## src/rtl/vga_scan_pkg.sv

```systemverilog
package vga_scan_pkg;

    typedef enum logic [1:0] {
        PH_BPORCH = 2'd0,
        PH_VISIBLE = 2'd1,
        PH_FPORCH = 2'd2,
        PH_VSYNC = 2'd3
    } vphase_e;

    localparam int PIX_W = 8;

endpackage

```

## src/rtl/vga_hline_timer.sv

```systemverilog
module vga_hline_timer #(
    parameter int H_TOTAL  = 32,
    parameter int HS_START = 26,
    parameter int HS_END   = 30,
    localparam int HW = $clog2(H_TOTAL)
) (
    input  logic          clk,
    input  logic          rst_n,
    output logic [HW-1:0] h_cnt,
    output logic          line_tick,
    output logic          hsync_n
);
    localparam logic [HW-1:0] H_LAST = HW'(H_TOTAL - 1);
    localparam logic [HW-1:0] HS_S   = HW'(HS_START);
    localparam logic [HW-1:0] HS_E   = HW'(HS_END);

    typedef struct packed {
        logic [HW-1:0] pos;
    } hstate_t;

    hstate_t st_d, st_q;

    always_comb begin
        st_d = st_q;
        if (st_q.pos == H_LAST) begin
            st_d.pos = '0;
        end else begin
            st_d.pos = st_q.pos + 1'b1;
        end
    end

    always_ff @(posedge clk) begin
        if (!rst_n) begin
            st_q <= '0;
        end else begin
            st_q <= st_d;
        end
    end

    assign h_cnt     = st_q.pos;
    assign line_tick = rst_n && (st_q.pos == H_LAST);
    assign hsync_n   = !rst_n || !((st_q.pos >= HS_S) && (st_q.pos < HS_E));

endmodule

```

## src/rtl/vga_vframe_seq.sv

```systemverilog
module vga_vframe_seq
    import vga_scan_pkg::*;
#(
    parameter int VIS_START = 3,
    parameter int VFP_START = 14,
    parameter int VS_START  = 16,
    parameter int VS_END    = 18,
    parameter int LINE_LEN  = 16,
    parameter int LINE_MULT = 2,
    parameter int SCR_START = 40,
    parameter int SCR_LIMIT = 88,
    parameter int SCR_SIZE  = 64,
    parameter int ADDR_W    = 12,
    localparam int LW = $clog2(VS_END + 1)
) (
    input  logic              clk,
    input  logic              rst_n,
    input  logic              line_tick,
    output logic              streaming,
    output logic              vsync_n,
    output logic [ADDR_W-1:0] line_addr
);
    localparam logic [LW-1:0]     L_VIS = LW'(VIS_START);
    localparam logic [LW-1:0]     L_VFP = LW'(VFP_START);
    localparam logic [LW-1:0]     L_VSS = LW'(VS_START);
    localparam logic [LW-1:0]     L_VSE = LW'(VS_END);
    localparam logic [ADDR_W:0]   A_LEN = (ADDR_W+1)'(LINE_LEN);
    localparam logic [ADDR_W:0]   A_LIM = (ADDR_W+1)'(SCR_LIMIT);
    localparam logic [ADDR_W:0]   A_SZ  = (ADDR_W+1)'(SCR_SIZE);
    localparam logic [ADDR_W-1:0] A_START = ADDR_W'(SCR_START);

    typedef struct packed {
        vphase_e         phase;
        logic [LW-1:0]   line;
        logic [ADDR_W-1:0] addr;
        logic            vs_n;
    } vstate_t;

    vstate_t st_d, st_q;
    logic [LW-1:0]   line_inc;
    logic [ADDR_W:0] addr_step;
    logic [ADDR_W:0] addr_wrap;
    logic            on_multiple;

    always_comb begin
        line_inc    = st_q.line + 1'b1;
        on_multiple = ((32'(line_inc) % LINE_MULT) == 0);
        addr_step   = {1'b0, st_q.addr} + A_LEN;
        addr_wrap   = (addr_step >= A_LIM) ? (addr_step - A_SZ) : addr_step;

        st_d = st_q;
        if (line_tick) begin
            st_d.line = line_inc;
            st_d.vs_n = (st_q.phase != PH_VSYNC);
            unique case (st_q.phase)
                PH_BPORCH: begin
                    if (line_inc >= L_VIS) begin
                        st_d.phase = PH_VISIBLE;
                        st_d.addr  = A_START;
                    end
                end
                PH_VISIBLE: begin
                    if (line_inc < L_VFP) begin
                        if (on_multiple) begin
                            st_d.addr = addr_wrap[ADDR_W-1:0];
                        end
                    end else begin
                        st_d.phase = PH_FPORCH;
                    end
                end
                PH_FPORCH: begin
                    if (line_inc >= L_VSS) begin
                        st_d.phase = PH_VSYNC;
                    end
                end
                PH_VSYNC: begin
                    if (line_inc >= L_VSE) begin
                        st_d.line  = '0;
                        st_d.phase = PH_BPORCH;
                    end
                end
                default: st_d.phase = PH_BPORCH;
            endcase
        end
    end

    always_ff @(posedge clk) begin
        if (!rst_n) begin
            st_q.phase <= PH_BPORCH;
            st_q.line  <= '0;
            st_q.addr  <= A_START;
            st_q.vs_n  <= 1'b1;
        end else begin
            st_q <= st_d;
        end
    end

    assign streaming = (st_q.phase == PH_VISIBLE);
    assign vsync_n   = st_q.vs_n;
    assign line_addr = st_q.addr;

endmodule

```

## src/rtl/vga_line_fetch.sv

```systemverilog
module vga_line_fetch
    import vga_scan_pkg::*;
#(
    parameter int H_TOTAL  = 32,
    parameter int PAD_LEAD = 4,
    parameter int LINE_LEN = 16,
    parameter int ADDR_W   = 12,
    localparam int HW   = $clog2(H_TOTAL),
    localparam int HALF = LINE_LEN / 2
) (
    input  logic              clk,
    input  logic              rst_n,
    input  logic [HW-1:0]     h_cnt,
    input  logic              streaming,
    input  logic [ADDR_W-1:0] line_addr,
    input  logic [PIX_W-1:0]  fb_rdata,
    output logic              fb_rd_en,
    output logic [ADDR_W-1:0] fb_addr,
    output logic [PIX_W-1:0]  pixel
);
    localparam logic [HW-1:0]     REQ_FIRST = HW'(PAD_LEAD - 1);
    localparam logic [HW-1:0]     REQ_END   = HW'(PAD_LEAD - 1 + LINE_LEN);
    localparam logic [HW-1:0]     H_HALF    = HW'(HALF);
    localparam logic [ADDR_W-1:0] A_HALF    = ADDR_W'(HALF);

    typedef struct packed {
        logic valid;
    } fstate_t;

    fstate_t st_d, st_q;
    logic [HW-1:0]     idx;
    logic              second_half;
    logic [ADDR_W-1:0] half_base;
    logic [ADDR_W-1:0] half_off;

    always_comb begin
        idx         = h_cnt - REQ_FIRST;
        second_half = (idx >= H_HALF);
        half_base   = second_half ? (line_addr + A_HALF) : line_addr;
        half_off    = second_half ? ADDR_W'(idx - H_HALF) : ADDR_W'(idx);
        fb_rd_en    = streaming && (h_cnt >= REQ_FIRST) && (h_cnt < REQ_END);
        fb_addr     = fb_rd_en ? (half_base + half_off) : '0;
        st_d.valid  = fb_rd_en;
    end

    always_ff @(posedge clk) begin
        if (!rst_n) begin
            st_q <= '0;
        end else begin
            st_q <= st_d;
        end
    end

    assign pixel = st_q.valid ? fb_rdata : '0;

endmodule

```

## src/rtl/vga_scanout.sv

```systemverilog
module vga_scanout
    import vga_scan_pkg::*;
#(
    parameter int H_TOTAL   = 32,
    parameter int HS_START  = 26,
    parameter int HS_END    = 30,
    parameter int PAD_LEAD  = 4,
    parameter int VIS_START = 3,
    parameter int VFP_START = 14,
    parameter int VS_START  = 16,
    parameter int VS_END    = 18,
    parameter int LINE_LEN  = 16,
    parameter int LINE_MULT = 2,
    parameter int SCR_START = 40,
    parameter int SCR_LIMIT = 88,
    parameter int SCR_SIZE  = 64,
    parameter int ADDR_W    = 12
) (
    input  logic              clk,
    input  logic              rst_n,
    input  logic [7:0]        fb_rdata,
    output logic              fb_rd_en,
    output logic [ADDR_W-1:0] fb_addr,
    output logic [7:0]        pixel,
    output logic              hsync_n,
    output logic              vsync_n
);
    localparam int HW = $clog2(H_TOTAL);

    logic [HW-1:0]     h_cnt;
    logic              line_tick;
    logic              streaming;
    logic [ADDR_W-1:0] line_addr;

    vga_hline_timer #(
        .H_TOTAL (H_TOTAL),
        .HS_START(HS_START),
        .HS_END  (HS_END)
    ) u_htimer (
        .clk      (clk),
        .rst_n    (rst_n),
        .h_cnt    (h_cnt),
        .line_tick(line_tick),
        .hsync_n  (hsync_n)
    );

    vga_vframe_seq #(
        .VIS_START(VIS_START),
        .VFP_START(VFP_START),
        .VS_START (VS_START),
        .VS_END   (VS_END),
        .LINE_LEN (LINE_LEN),
        .LINE_MULT(LINE_MULT),
        .SCR_START(SCR_START),
        .SCR_LIMIT(SCR_LIMIT),
        .SCR_SIZE (SCR_SIZE),
        .ADDR_W   (ADDR_W)
    ) u_vseq (
        .clk      (clk),
        .rst_n    (rst_n),
        .line_tick(line_tick),
        .streaming(streaming),
        .vsync_n  (vsync_n),
        .line_addr(line_addr)
    );

    vga_line_fetch #(
        .H_TOTAL (H_TOTAL),
        .PAD_LEAD(PAD_LEAD),
        .LINE_LEN(LINE_LEN),
        .ADDR_W  (ADDR_W)
    ) u_fetch (
        .clk      (clk),
        .rst_n    (rst_n),
        .h_cnt    (h_cnt),
        .streaming(streaming),
        .line_addr(line_addr),
        .fb_rdata (fb_rdata),
        .fb_rd_en (fb_rd_en),
        .fb_addr  (fb_addr),
        .pixel    (pixel)
    );

endmodule

```

## config.mk

```make
export PLATFORM = sky130hd
export DESIGN_NAME = vga_scanout
export DESIGN_NICKNAME = d
export VERILOG_FILES = /design/src/rtl/vga_scan_pkg.sv /design/src/rtl/vga_hline_timer.sv /design/src/rtl/vga_vframe_seq.sv /design/src/rtl/vga_line_fetch.sv /design/src/rtl/vga_scanout.sv
export SDC_FILE = /design/constraint.sdc
export NUM_CORES = 1
export LEC_CHECK = 0
export ABC_CLOCK_PERIOD_IN_PS = 9300
export BUFFER_PORTS_ARGS = -buffer_cell sky130_fd_sc_hd__buf_2
export CORE_UTILIZATION = 57
export CTS_CLUSTER_DIAMETER = 30
export DETAILED_ROUTE_END_ITERATION = 10
export HOLD_SLACK_MARGIN = 0.05
export PLACE_DENSITY = 0.78
export SETUP_SLACK_MARGIN = 0.3
export SLEW_MARGIN = 10
export SYNTH_ARGS = -nofsm -noshare
export SYNTH_HDL_FRONTEND = slang
export SYNTH_HIERARCHICAL = 1
export SYNTH_SLANG_ARGS = --single-unit
```

## constraint.sdc

```tcl
create_clock -name clk -period 9.3 [get_ports clk]
set_clock_uncertainty 0.1 [all_clocks]
set_input_delay 1.86 -clock clk [delete_from_list [all_inputs] [get_ports clk]]
set_output_delay 1.86 -clock clk [all_outputs]
set_load 0.01 [all_outputs]
```

==> results of run 1 <==
==> how the worst min path moves through the flow <==
stage	start	cells past startpoint	to
after floorplan	u_vseq/st_q[19]$_SDFFE_PN0P_	2	u_vseq/st_q[19]$_SDFFE_PN0P_
after global placement	u_vseq/vsync_n$_SDFFE_PN1P_	2	u_vseq/vsync_n$_SDFFE_PN1P_
after detailed placement	u_vseq/vsync_n$_SDFFE_PN1P_	2	u_vseq/vsync_n$_SDFFE_PN1P_
after CTS	u_vseq/vsync_n$_SDFFE_PN1P_	2	u_vseq/vsync_n$_SDFFE_PN1P_
after global routing	u_vseq/vsync_n$_SDFFE_PN1P_	2	u_vseq/vsync_n$_SDFFE_PN1P_
final	u_vseq/vsync_n$_SDFFE_PN1P_	2	u_vseq/vsync_n$_SDFFE_PN1P_
==> logic make-up (layout without fill, tap and decap cells) <==
family / after synthesis / in the layout / synth area share [%]
and+or+nand+nor: 139 / 139 / 27.8
AOI/OAI and AO/OA: 87 / 87 / 23.0
buffers and inverters: 49 / 61 / 8.59
adders and majority gates: 28 / 28 / 12.6
xor gates and xnor gates: 24 / 24 / 8.06
DFF: 23 / 23 / 16.2
muxes: 10 / 10 / 3.57
other: 1 / 3 / 0.132
==> worst max-delay path: stages (launching register included) <==
cell and delay (ns):
dfxtp_1 0.42, ha_1 0.29, nor3_1 0.22, xnor2_1 0.18, ha_1 0.25, inv_1 0.10
nor3_1 0.62, ha_1 0.42, and4_1 0.23, o21ai_0 0.06, mux2i_1 0.16, or4_4 0.57
a41oi_2 0.22, mux2i_1 0.21, buf_2 0.15
==> cell type report <==
class / count / area share (%)
clock buffer: 3 / 1.38
clock inverter: 1 / 0.251
inverter: 25 / 3.14
multi-input combinational: 291 / 71.7
sequential: 23 / 15.4
tap: 67 / 2.80
timing repair buffer: 32 / 5.36
==> registers in the layout, indices dropped and copies added (netlist names) <==
register,count
u_fetch/st_q,1
u_htimer/h_cnt,5
u_vseq/line_addr,9
u_vseq/st_q,7
u_vseq/vsync_n,1
==> power by group <==
group | internal [mW] | total, mW | switching (mW)
sequential | 0.0995 | 0.103 | 0.00317
clock | 0.0303 | 0.0647 | 0.0344
combinational | 0.0222 | 0.0477 | 0.0255
total | 0.152 | 0.215 | 0.0631
==> cell usage in the layout (no fill, tap or decap), types with 3 or more instances in the layout <==
cell       Yosys  routed
a211oi_1       4       4
a21boi_1       6       6
a21o_1         7       7
a21oi_1       17      17
a31oi_1        3       3
and2_1        10      10
and3_1         9       9
and4_1         5       5
buf_2          6      32
clkbuf_8       0       3
conb_1         1       3
dfxtp_1       23      23
ha_1          27      27
inv_1         24      24
mux2i_1        9       9
nand2_1       21      21
nand2b_1       8       8
nand3_1       15      15
nand4_1        4       4
nor2_1        23      23
nor2b_1       10      10
nor3_1         9       9
nor4_1         4       4
o2111ai_1      3       3
o211ai_1       5       5
o21ai_0       13      13
or3_1          3       3
xnor2_1       14      14
xor2_1         9       9
==> routing by layer <==
metal	up-vias	share of wire, %
met5	-	0
met4	0	0.76
li1	1316	-
met3	6	3.2
met1	1138	47
met2	59	49
==> stage by stage <==
step                      instances  power, mW
after CTS                       442      0.218
after global routing            442      0.229
final                           442      0.215
after global placement          438      0.150
after floorplan                 363      0.143
after detailed placement        438      0.152
==> impl_metrics.json, run 1 <==
{
  "dr.pass1.iters": 4,
  "synth_cell_types": 76,
  "drive_gt1_share_pct": 15.2,
  "worstSetupStartpoint": "u_htimer/h_cnt[0]$_SDFF_PP0_",
  "post_cts_buffers": 0,
  "worstMarginPinSlew_ns": 0.723,
  "synthArstFlopShare_pct": 0,
  "synthTopCellsByArea": "dfxtp_1, ha_1, xnor2_1, mux2i_1, buf_4",
  "maxSlewHeadroom_pct": 51.4,
  "drv_slew": 0,
  "setup_ws_ns": 2.97,
  "first_iter_violations": 162,
  "endpoint_kind": "output pin",
  "dieArea_um2": 5270,
  "rows": 25,
  "rsz0062_at_grt": "no",
  "fin_setup_tns_ns": 0,
  "worstSetupStartpointType": "flop",
  "postSynthAreaPerCell_um2": 7.87,
  "worstPathMaxFanout": 9,
  "gr-usage-met1_pct": 30.6,
  "netlist_area_um2": 2840,
  "cp-endpoint": "fb_addr[11]",
  "worstSetupPathType": "reg -> out",
  "hold_violations": 0,
  "grt_pass1_vias": 2277,
  "reg2reg_from": "u_vseq/line_addr[4]$_SDFFE_PN0P_",
  "cts-root-buf": "clkbuf_8",
  "met2_usage_pct": 40.3,
  "utilization_pct": 62.9,
  "finalHoldWorstSlack_ns": 0.390,
  "routabilityCongestion": 0.898,
  "cts.htree.levels": 1,
  "die_x_um": 72.6,
  "r2r_setup_slack_ns": 6.58,
  "vdd_drop_max_mv": 0.0509,
  "vias": 2519,
  "fillers": 435,
  "crit_required_ns": 7.34,
  "antenna_found_initial": 0,
  "place_area_um2": 2940,
  "outcome": "complete, no violations",
  "cts_sinks": 23,
  "hold_buffers": 0,
  "dp_hpwl_mm": 4.37,
  "clk_latency_ns": 0.27,
  "cts_inserted_buffers": 3,
  "ys.flop_type": "dfxtp_1",
  "synth.most_common_cell": "ha_1",
  "dp_worst_setup_slack_ns": 3.27,
  "power_density_nw_per_um2": 71.9,
  "regArea_um2": 460,
  "initial_core_util_pct": 59.7,
  "min_period_over_period_pct": 68.1,
  "cts_buffer_depth": 2,
  "wl_per_cell_um": 13.1,
  "final_nets": 414,
  "min_period_ns": 6.33,
  "clkSlewWorstSetupHoldPaths_ns": 0.08,
  "grt_pass1_wl_mm": 9.94,
  "leakage_nw": 1.37,
  "die_h_um": 72.6,
  "syn_inst": 361,
  "core_um2": 4750,
  "cp_data_arrival_time_ns": 4.37,
  "hp-class": "reg -> reg",
  "synth_area_leader_cell": "dfxtp_1",
  "drcViolationCount": 0,
  "io_pins": 33,
  "yosys_warnings": 6,
  "ctsResizeCount": 0,
  "via_per_inst": 5.70,
  "regToRegEndpoint": "u_vseq/line_addr[6]$_SDFFE_PN0P_",
  "gr-usage-met3_pct": 0.829,
  "gr-total-overflow": 0,
  "grtUsageTotal_pct": 22.8,
  "timing.fmax_mhz": 158,
  "routed_wl_mm": 5.78,
  "ys_ff_latch": 23,
  "setup_viol": 0,
  "cts_tree": "yes",
  "ant_nets": 0,
  "synth_top_area_share_pct": 16.2,
  "diodes": 0,
  "busiest_layer": "met2",
  "synth_common_cells": "ha_1, inv_1, dfxtp_1, nor2_1, nand2_1",
  "r2r_cells": 7,
  "grt_max_degree": 29,
  "synth_seq_area_share_pct": 16.2,
  "finish.instance_area_um2": 2990,
  "multi_input_area_um2": 2140,
  "port_buffers": 32,
  "drv_cap": 0,
  "synth_edf_count": 0,
  "area.growth.synth_to_final_pct": 5.29
}
No activity file was read; power rests on OpenSTA's default activity.
==> inputs of run 2 (changes only) <==
ABC_CLOCK_PERIOD_IN_PS = 6550   (was 9300)
clock period = 6.55 ns   (was 9.3 ns; I/O delays follow)
==> impl_metrics.json, run 2 (synthesized netlist as in run 1, its figures left out) <==
{
  "outcome": "complete, no violations",
  "io_pins": 33,
  "drive_gt1_share_pct": 15.2,
  "slowest_stage": "nor3_1",
  "ctsResizeCount": 0,
  "setup_viol": 0,
  "wl_per_cell_um": 13.2,
  "rows": 25,
  "dieArea_um2": 5270,
  "area.growth.synth_to_final_pct": 5.29,
  "cpMostUsedCell": "ha_1",
  "hp-class": "reg -> reg",
  "min_period_over_period_pct": 88.4,
  "setup_ws_ns": 0.758,
  "timing.fmax_mhz": 173,
  "gr-total-overflow": 0,
  "fin_setup_tns_ns": 0,
  "p_switching_mw": 0.0891,
  "dp_hpwl_mm": 4.32,
  "worstSetupPathType": "reg -> out",
  "first_iter_violations": 158,
  "routed_wl_mm": 5.82,
  "dr.pass1.iters": 5,
  "multi_input_area_um2": 2140,
  "initial_core_util_pct": 59.7,
  "cts-root-buf": "clkbuf_8",
  "final_cell_mix": "buf_2, ha_1, inv_1, nor2_1, dfxtp_1",
  "worstMarginPinSlew_ns": 0.701,
  "dp_worst_setup_slack_ns": 1.09,
  "min_period_ns": 5.79,
  "drv_slew": 0,
  "vdd_drop_max_mv": 0.0740,
  "hold_buffers": 0,
  "hold_violations": 0,
  "drv_cap": 0,
  "rsz0062_at_grt": "no",
  "maxSlewHeadroom_pct": 52.9,
  "cts.htree.levels": 1,
  "diodes": 0,
  "crit_chain": "ha_1 > nor3_1 > xnor2_1 > ha_1 > inv_1 > nor3_1 > ha_1 > and4_1 > o21ai_0 > mux2i_1 > or4_4 > a41oi_2 > mux2i_1 > buf_2",
  "post_cts_buffers": 0,
  "max_stage_delay_ns": 0.60,
  "worstSetupStartpointType": "flop",
  "crit_required_ns": 5.14,
  "worstPathMaxFanout": 9,
  "port_buffers": 32,
  "cts_buffer_depth": 2,
  "antenna_found_initial": 0,
  "power_density_nw_per_um2": 102,
  "cts_tree": "yes",
  "grt_pass1_vias": 2270,
  "grt_max_degree": 29,
  "p_clk_share_pct": 29.8,
  "grt_pass1_wl_mm": 10.1,
  "leakage_nw": 1.37,
  "core_um2": 4750,
  "regArea_um2": 460,
  "routabilityCongestion": 0.897,
  "endpoint_kind": "output pin",
  "fillers": 428,
  "final_common_cell": "buf_2",
  "utilization_pct": 62.9,
  "seqPwrFrac_pct": 47.8,
  "switching_share_pct": 29.2,
  "cts_sinks": 23,
  "die_x_um": 72.6,
  "cts_inserted_buffers": 3,
  "largest_register_ffs": 9,
  "intPower_mw": 0.216,
  "drcViolationCount": 0,
  "via_per_inst": 5.76,
  "clkSlewWorstSetupHoldPaths_ns": 0.08,
  "p_total_mw": 0.305,
  "clk_latency_ns": 0.26,
  "final_nets": 414,
  "cp_data_arrival_time_ns": 4.38,
  "ant_nets": 0,
  "die_h_um": 72.6,
  "vias": 2547,
  "grtUsageTotal_pct": 23.2,
  "combPwrFrac_pct": 22.4
}
[run 2: cell counts in the layout (fill, tap and decap cells not counted)]
No cell type changed its count.
[run 2: worst max-delay path, delay by kind of cell, from the launching register on]
kind / cells / cell delay [ns]
and+or+nand+nor: 4 / 1.63
adders and majority gates: 3 / 0.97
DFF: 1 / 0.43
muxes: 2 / 0.38
AOI/OAI and AO/OA: 2 / 0.29
buffers and inverters: 2 / 0.25
xor gates and xnor gates: 1 / 0.18
[run 2: worst paths after layout]
check                                                 startpoint                               end  slack, ns  cells past startpoint
worst min-delay path                 u_vseq/vsync_n$_SDFFE_PN1P_       u_vseq/vsync_n$_SDFFE_PN1P_       0.39                      2
worst min register to register       u_vseq/vsync_n$_SDFFE_PN1P_       u_vseq/vsync_n$_SDFFE_PN1P_       0.39                      2
worst max register to register  u_vseq/line_addr[4]$_SDFFE_PN0P_  u_vseq/line_addr[6]$_SDFFE_PN0P_       3.79                      7
worst max-delay path                u_htimer/h_cnt[0]$_SDFF_PP0_                       fb_addr[11]       0.76                     14
[run 2: power by group through the flow]
stage	clock, mW	combinational (mW)	sequential (mW)
after CTS	0.0948	0.0668	0.146
final	0.0908	0.0683	0.146
after global routing	0.101	0.0772	0.147
after detailed placement	0	0.0665	0.149
after floorplan	0	0.0554	0.148
after global placement	0	0.0647	0.149
[run 2: cell type report]
type,instances,share of cell area [%]
multi-input cells,291,71.7
flip-flops and latches,23,15.4
repair buffers,32,5.36
inverters,25,3.14
well taps,67,2.80
clock buffers,3,1.38
clock inverters,1,0.251
[run 2: stage by stage]
step / hold slack [ns] / instances / area [um^2]
3_3_place_gp: 0.354 / 438 / 2940
6_report: 0.385 / 442 / 2990
3_5_place_dp: 0.360 / 438 / 2940
2_1_floorplan: 0.371 / 363 / 2850
5_1_grt: 0.427 / 442 / 2990
4_1_cts: 0.387 / 442 / 2990
[run 2: layer usage]
layer	vias up	track usage (%)	wire length, um
met5	-	0	0
met4	0	6.10	40
met3	4	1.38	154
met2	55	40.5	2850
met1	1172	31.0	2770
li1	1316	-	-
==> inputs of run 3 (changes only) <==
PLACE_DENSITY = 0.79   (was 0.78)
SYNTH_HIERARCHICAL = default   (was 1)
==> impl_metrics.json, run 3 <==
{
  "outcome": "complete, no violations",
  "port_buffers": 32,
  "via_per_inst": 5.73,
  "routabilityCongestion": 0.906,
  "multi_input_area_um2": 1770,
  "hp-start": "u_vseq.vsync_n$_SDFFE_PN1P_",
  "p_clk_share_pct": 32.6,
  "hold_violations": 0,
  "postSynthAreaPerCell_um2": 7.90,
  "ys.flop_type": "dfxtp_1",
  "diodes": 0,
  "synthArstFlopShare_pct": 0,
  "regArea_um2": 460,
  "combPwrFrac_pct": 16.9,
  "synth_common_cells": "nor2_1, dfxtp_1, ha_1",
  "ctsResizeCount": 0,
  "drv_cap": 0,
  "leakage_nw": 1.20,
  "maxSlewHeadroom_pct": 62.6,
  "timing.fmax_mhz": 202,
  "netlist_area_um2": 2330,
  "dp_hpwl_mm": 3.82,
  "synth_edf_count": 0,
  "grt_pass1_vias": 1903,
  "die_h_um": 66.0,
  "syn_inst": 295,
  "rsz0062_at_grt": "no",
  "synth.most_common_cell": "nor2_1",
  "min_period_over_period_pct": 75.7,
  "hold_depth": 2,
  "yosys_warnings": 0,
  "min_period_ns": 4.96,
  "intPower_mw": 0.205,
  "crit_required_ns": 5.14,
  "wl_per_cell_um": 13.1,
  "worstSetupStartpoint": "u_htimer.h_cnt[1]$_SDFF_PP0_",
  "cts-root-buf": "clkbuf_8",
  "core_um2": 3800,
  "final_cell_mix": "buf_2, nor2_1, ha_1, dfxtp_1, nand2_1",
  "initial_core_util_pct": 61.4,
  "cts_sinks": 23,
  "grt_pass1_wl_mm": 8.47,
  "synth_area_leader_cell": "dfxtp_1",
  "hp-class": "reg -> reg",
  "finish.instance_area_um2": 2550,
  "fillers": 350,
  "fin_cells": 373,
  "clkSlewWorstSetupHoldPaths_ns": 0.09,
  "place_area_um2": 2500,
  "grt_max_degree": 15,
  "fin_setup_tns_ns": 0,
  "hold_buffers": 0,
  "worstPathMaxFanout": 8,
  "endpoint_kind": "output pin",
  "clk_latency_ns": 0.27,
  "dieArea_um2": 4350,
  "ant_nets": 0,
  "switching_share_pct": 28.1,
  "synth_seq_area_share_pct": 19.8,
  "cts.htree.levels": 1,
  "r2r_cells": 9,
  "dp_cells": 369,
  "reg2reg_from": "u_vseq.line_addr[4]$_SDFFE_PN0P_",
  "ys_ff_latch": 23,
  "drcViolationCount": 0,
  "cts_tree": "yes",
  "cts_inserted_buffers": 3,
  "dr.pass1.iters": 5,
  "final_nets": 359,
  "cp_data_arrival_time_ns": 3.55,
  "post_cts_buffers": 0,
  "rows": 22,
  "vdd_drop_max_mv": 0.0693,
  "regToRegEndpoint": "u_vseq.line_addr[8]$_SDFFE_PN0P_",
  "die_x_um": 66.0,
  "drv_slew": 0,
  "power_density_nw_per_um2": 112,
  "synthTopCellsByArea": "dfxtp_1, ha_1, nor2_1, xor2_1, xnor2_1",
  "synth_top_area_share_pct": 19.8,
  "p_switching_mw": 0.0802,
  "gr-total-overflow": 0,
  "routed_wl_mm": 4.88,
  "utilization_pct": 67.1,
  "worstSetupPathType": "reg -> out",
  "cts_buffer_depth": 2,
  "setup_viol": 0,
  "largest_register_ffs": 9,
  "worstMarginPinSlew_ns": 0.554,
  "first_iter_violations": 66,
  "worstSetupStartpointType": "flop",
  "min_to": "u_vseq.vsync_n$_SDFFE_PN1P_",
  "grtUsageTotal_pct": 24.7,
  "final_common_cell": "buf_2",
  "io_pins": 33,
  "seqPwrFrac_pct": 50.4,
  "area.growth.synth_to_final_pct": 9.29,
  "drive_gt1_share_pct": 15.1,
  "synth_cell_types": 63,
  "antenna_found_initial": 0,
  "r2r_setup_slack_ns": 3.75,
  "vias": 2137
}
==> run 3: cell types whose count changed after synthesis, moves of 5 or more <==
cell | before | now
and3_1 | 9 | 2
inv_1 | 24 | 11
buf_4 | 12 | 1
o21ai_0 | 13 | 8
a21boi_1 | 6 | 1
a21oi_1 | 17 | 8
nor2b_1 | 10 | 3
nor2_1 | 23 | 29
==> run 3: cell families (layout without fill, tap and decap cells) <==
| family | count (synthesis) | after routing | synth area share (%) |
|---|---|---|---|
| multiplexers | 7 | 7 | 3.06 |
| AND/OR/NAND/NOR | 123 | 123 | 27.9 |
| adder cells (fa/ha/maj) | 23 | 23 | 12.3 |
| buffers and inverters | 24 | 48 | 5.15 |
| XOR/XNOR | 24 | 24 | 9.34 |
| other | 1 | 7 | 0.161 |
| AO/OA/AOI/OAI | 70 | 70 | 22.3 |
| flip-flops | 23 | 23 | 19.8 |
==> run 3: how the worst max path moves through the flow <==
stage | end | slack [ns] | depth (start not counted)
after floorplan | fb_addr[11] | 2.39 | 13
after global placement | fb_addr[11] | 2.08 | 14
after detailed placement | fb_addr[9] | 1.94 | 13
after CTS | fb_addr[9] | 1.62 | 13
after global routing | fb_addr[9] | 1.23 | 13
final | fb_addr[9] | 1.59 | 13
==> run 3: per-layer routing <==
metal  global-route usage, %  vias up  wire [um]
li1                        -     1124          -
met1                    32.9      973       2400
met2                    41.8       33       2290
met3                    2.24        7        115
met4                    7.71        0         68
met5                       0        -          0
==> run 3: layout make-up <==
cell class,instances,share of cell area [%]
clock buffer,3,1.62
clock inverter,1,0.295
inverter,12,1.77
multi-input combinational,254,69.6
sequential,23,18.1
tap,48,2.36
timing repair buffer,32,6.29
==> run 3: power groups by stage <==
stage	sequential [mW]	clock (mW)	combinational [mW]
after global placement	0.147	0	0.0463
after floorplan	0.146	0	0.0375
after global routing	0.144	0.102	0.0535
final	0.144	0.0931	0.0483
after detailed placement	0.147	0	0.0469
after CTS	0.144	0.0966	0.0472
==> run 3: through the flow <==
stage	setup WS [ns]	total power, mW	hold WS (ns)
CTS	1.62	0.287	0.398
global placement	2.08	0.193	0.371
global route	1.23	0.299	0.434
floorplan	2.39	0.184	0.352
detailed placement	1.94	0.194	0.375
finish	1.59	0.285	0.397
==> run 3: worst max-delay path: stages (launching register included) <==
cell and delay (ns):
dfxtp_1 0.42, ha_1 0.25, nor3_1 0.07, xnor2_1 0.45, nand2_1 0.30, nor2_1 0.18, a21oi_1 0.06, ha_1 0.34
nand2_1 0.12, o41ai_1 0.49, a41oi_1 0.20, xor2_1 0.17, nor2_1 0.08, buf_2 0.14
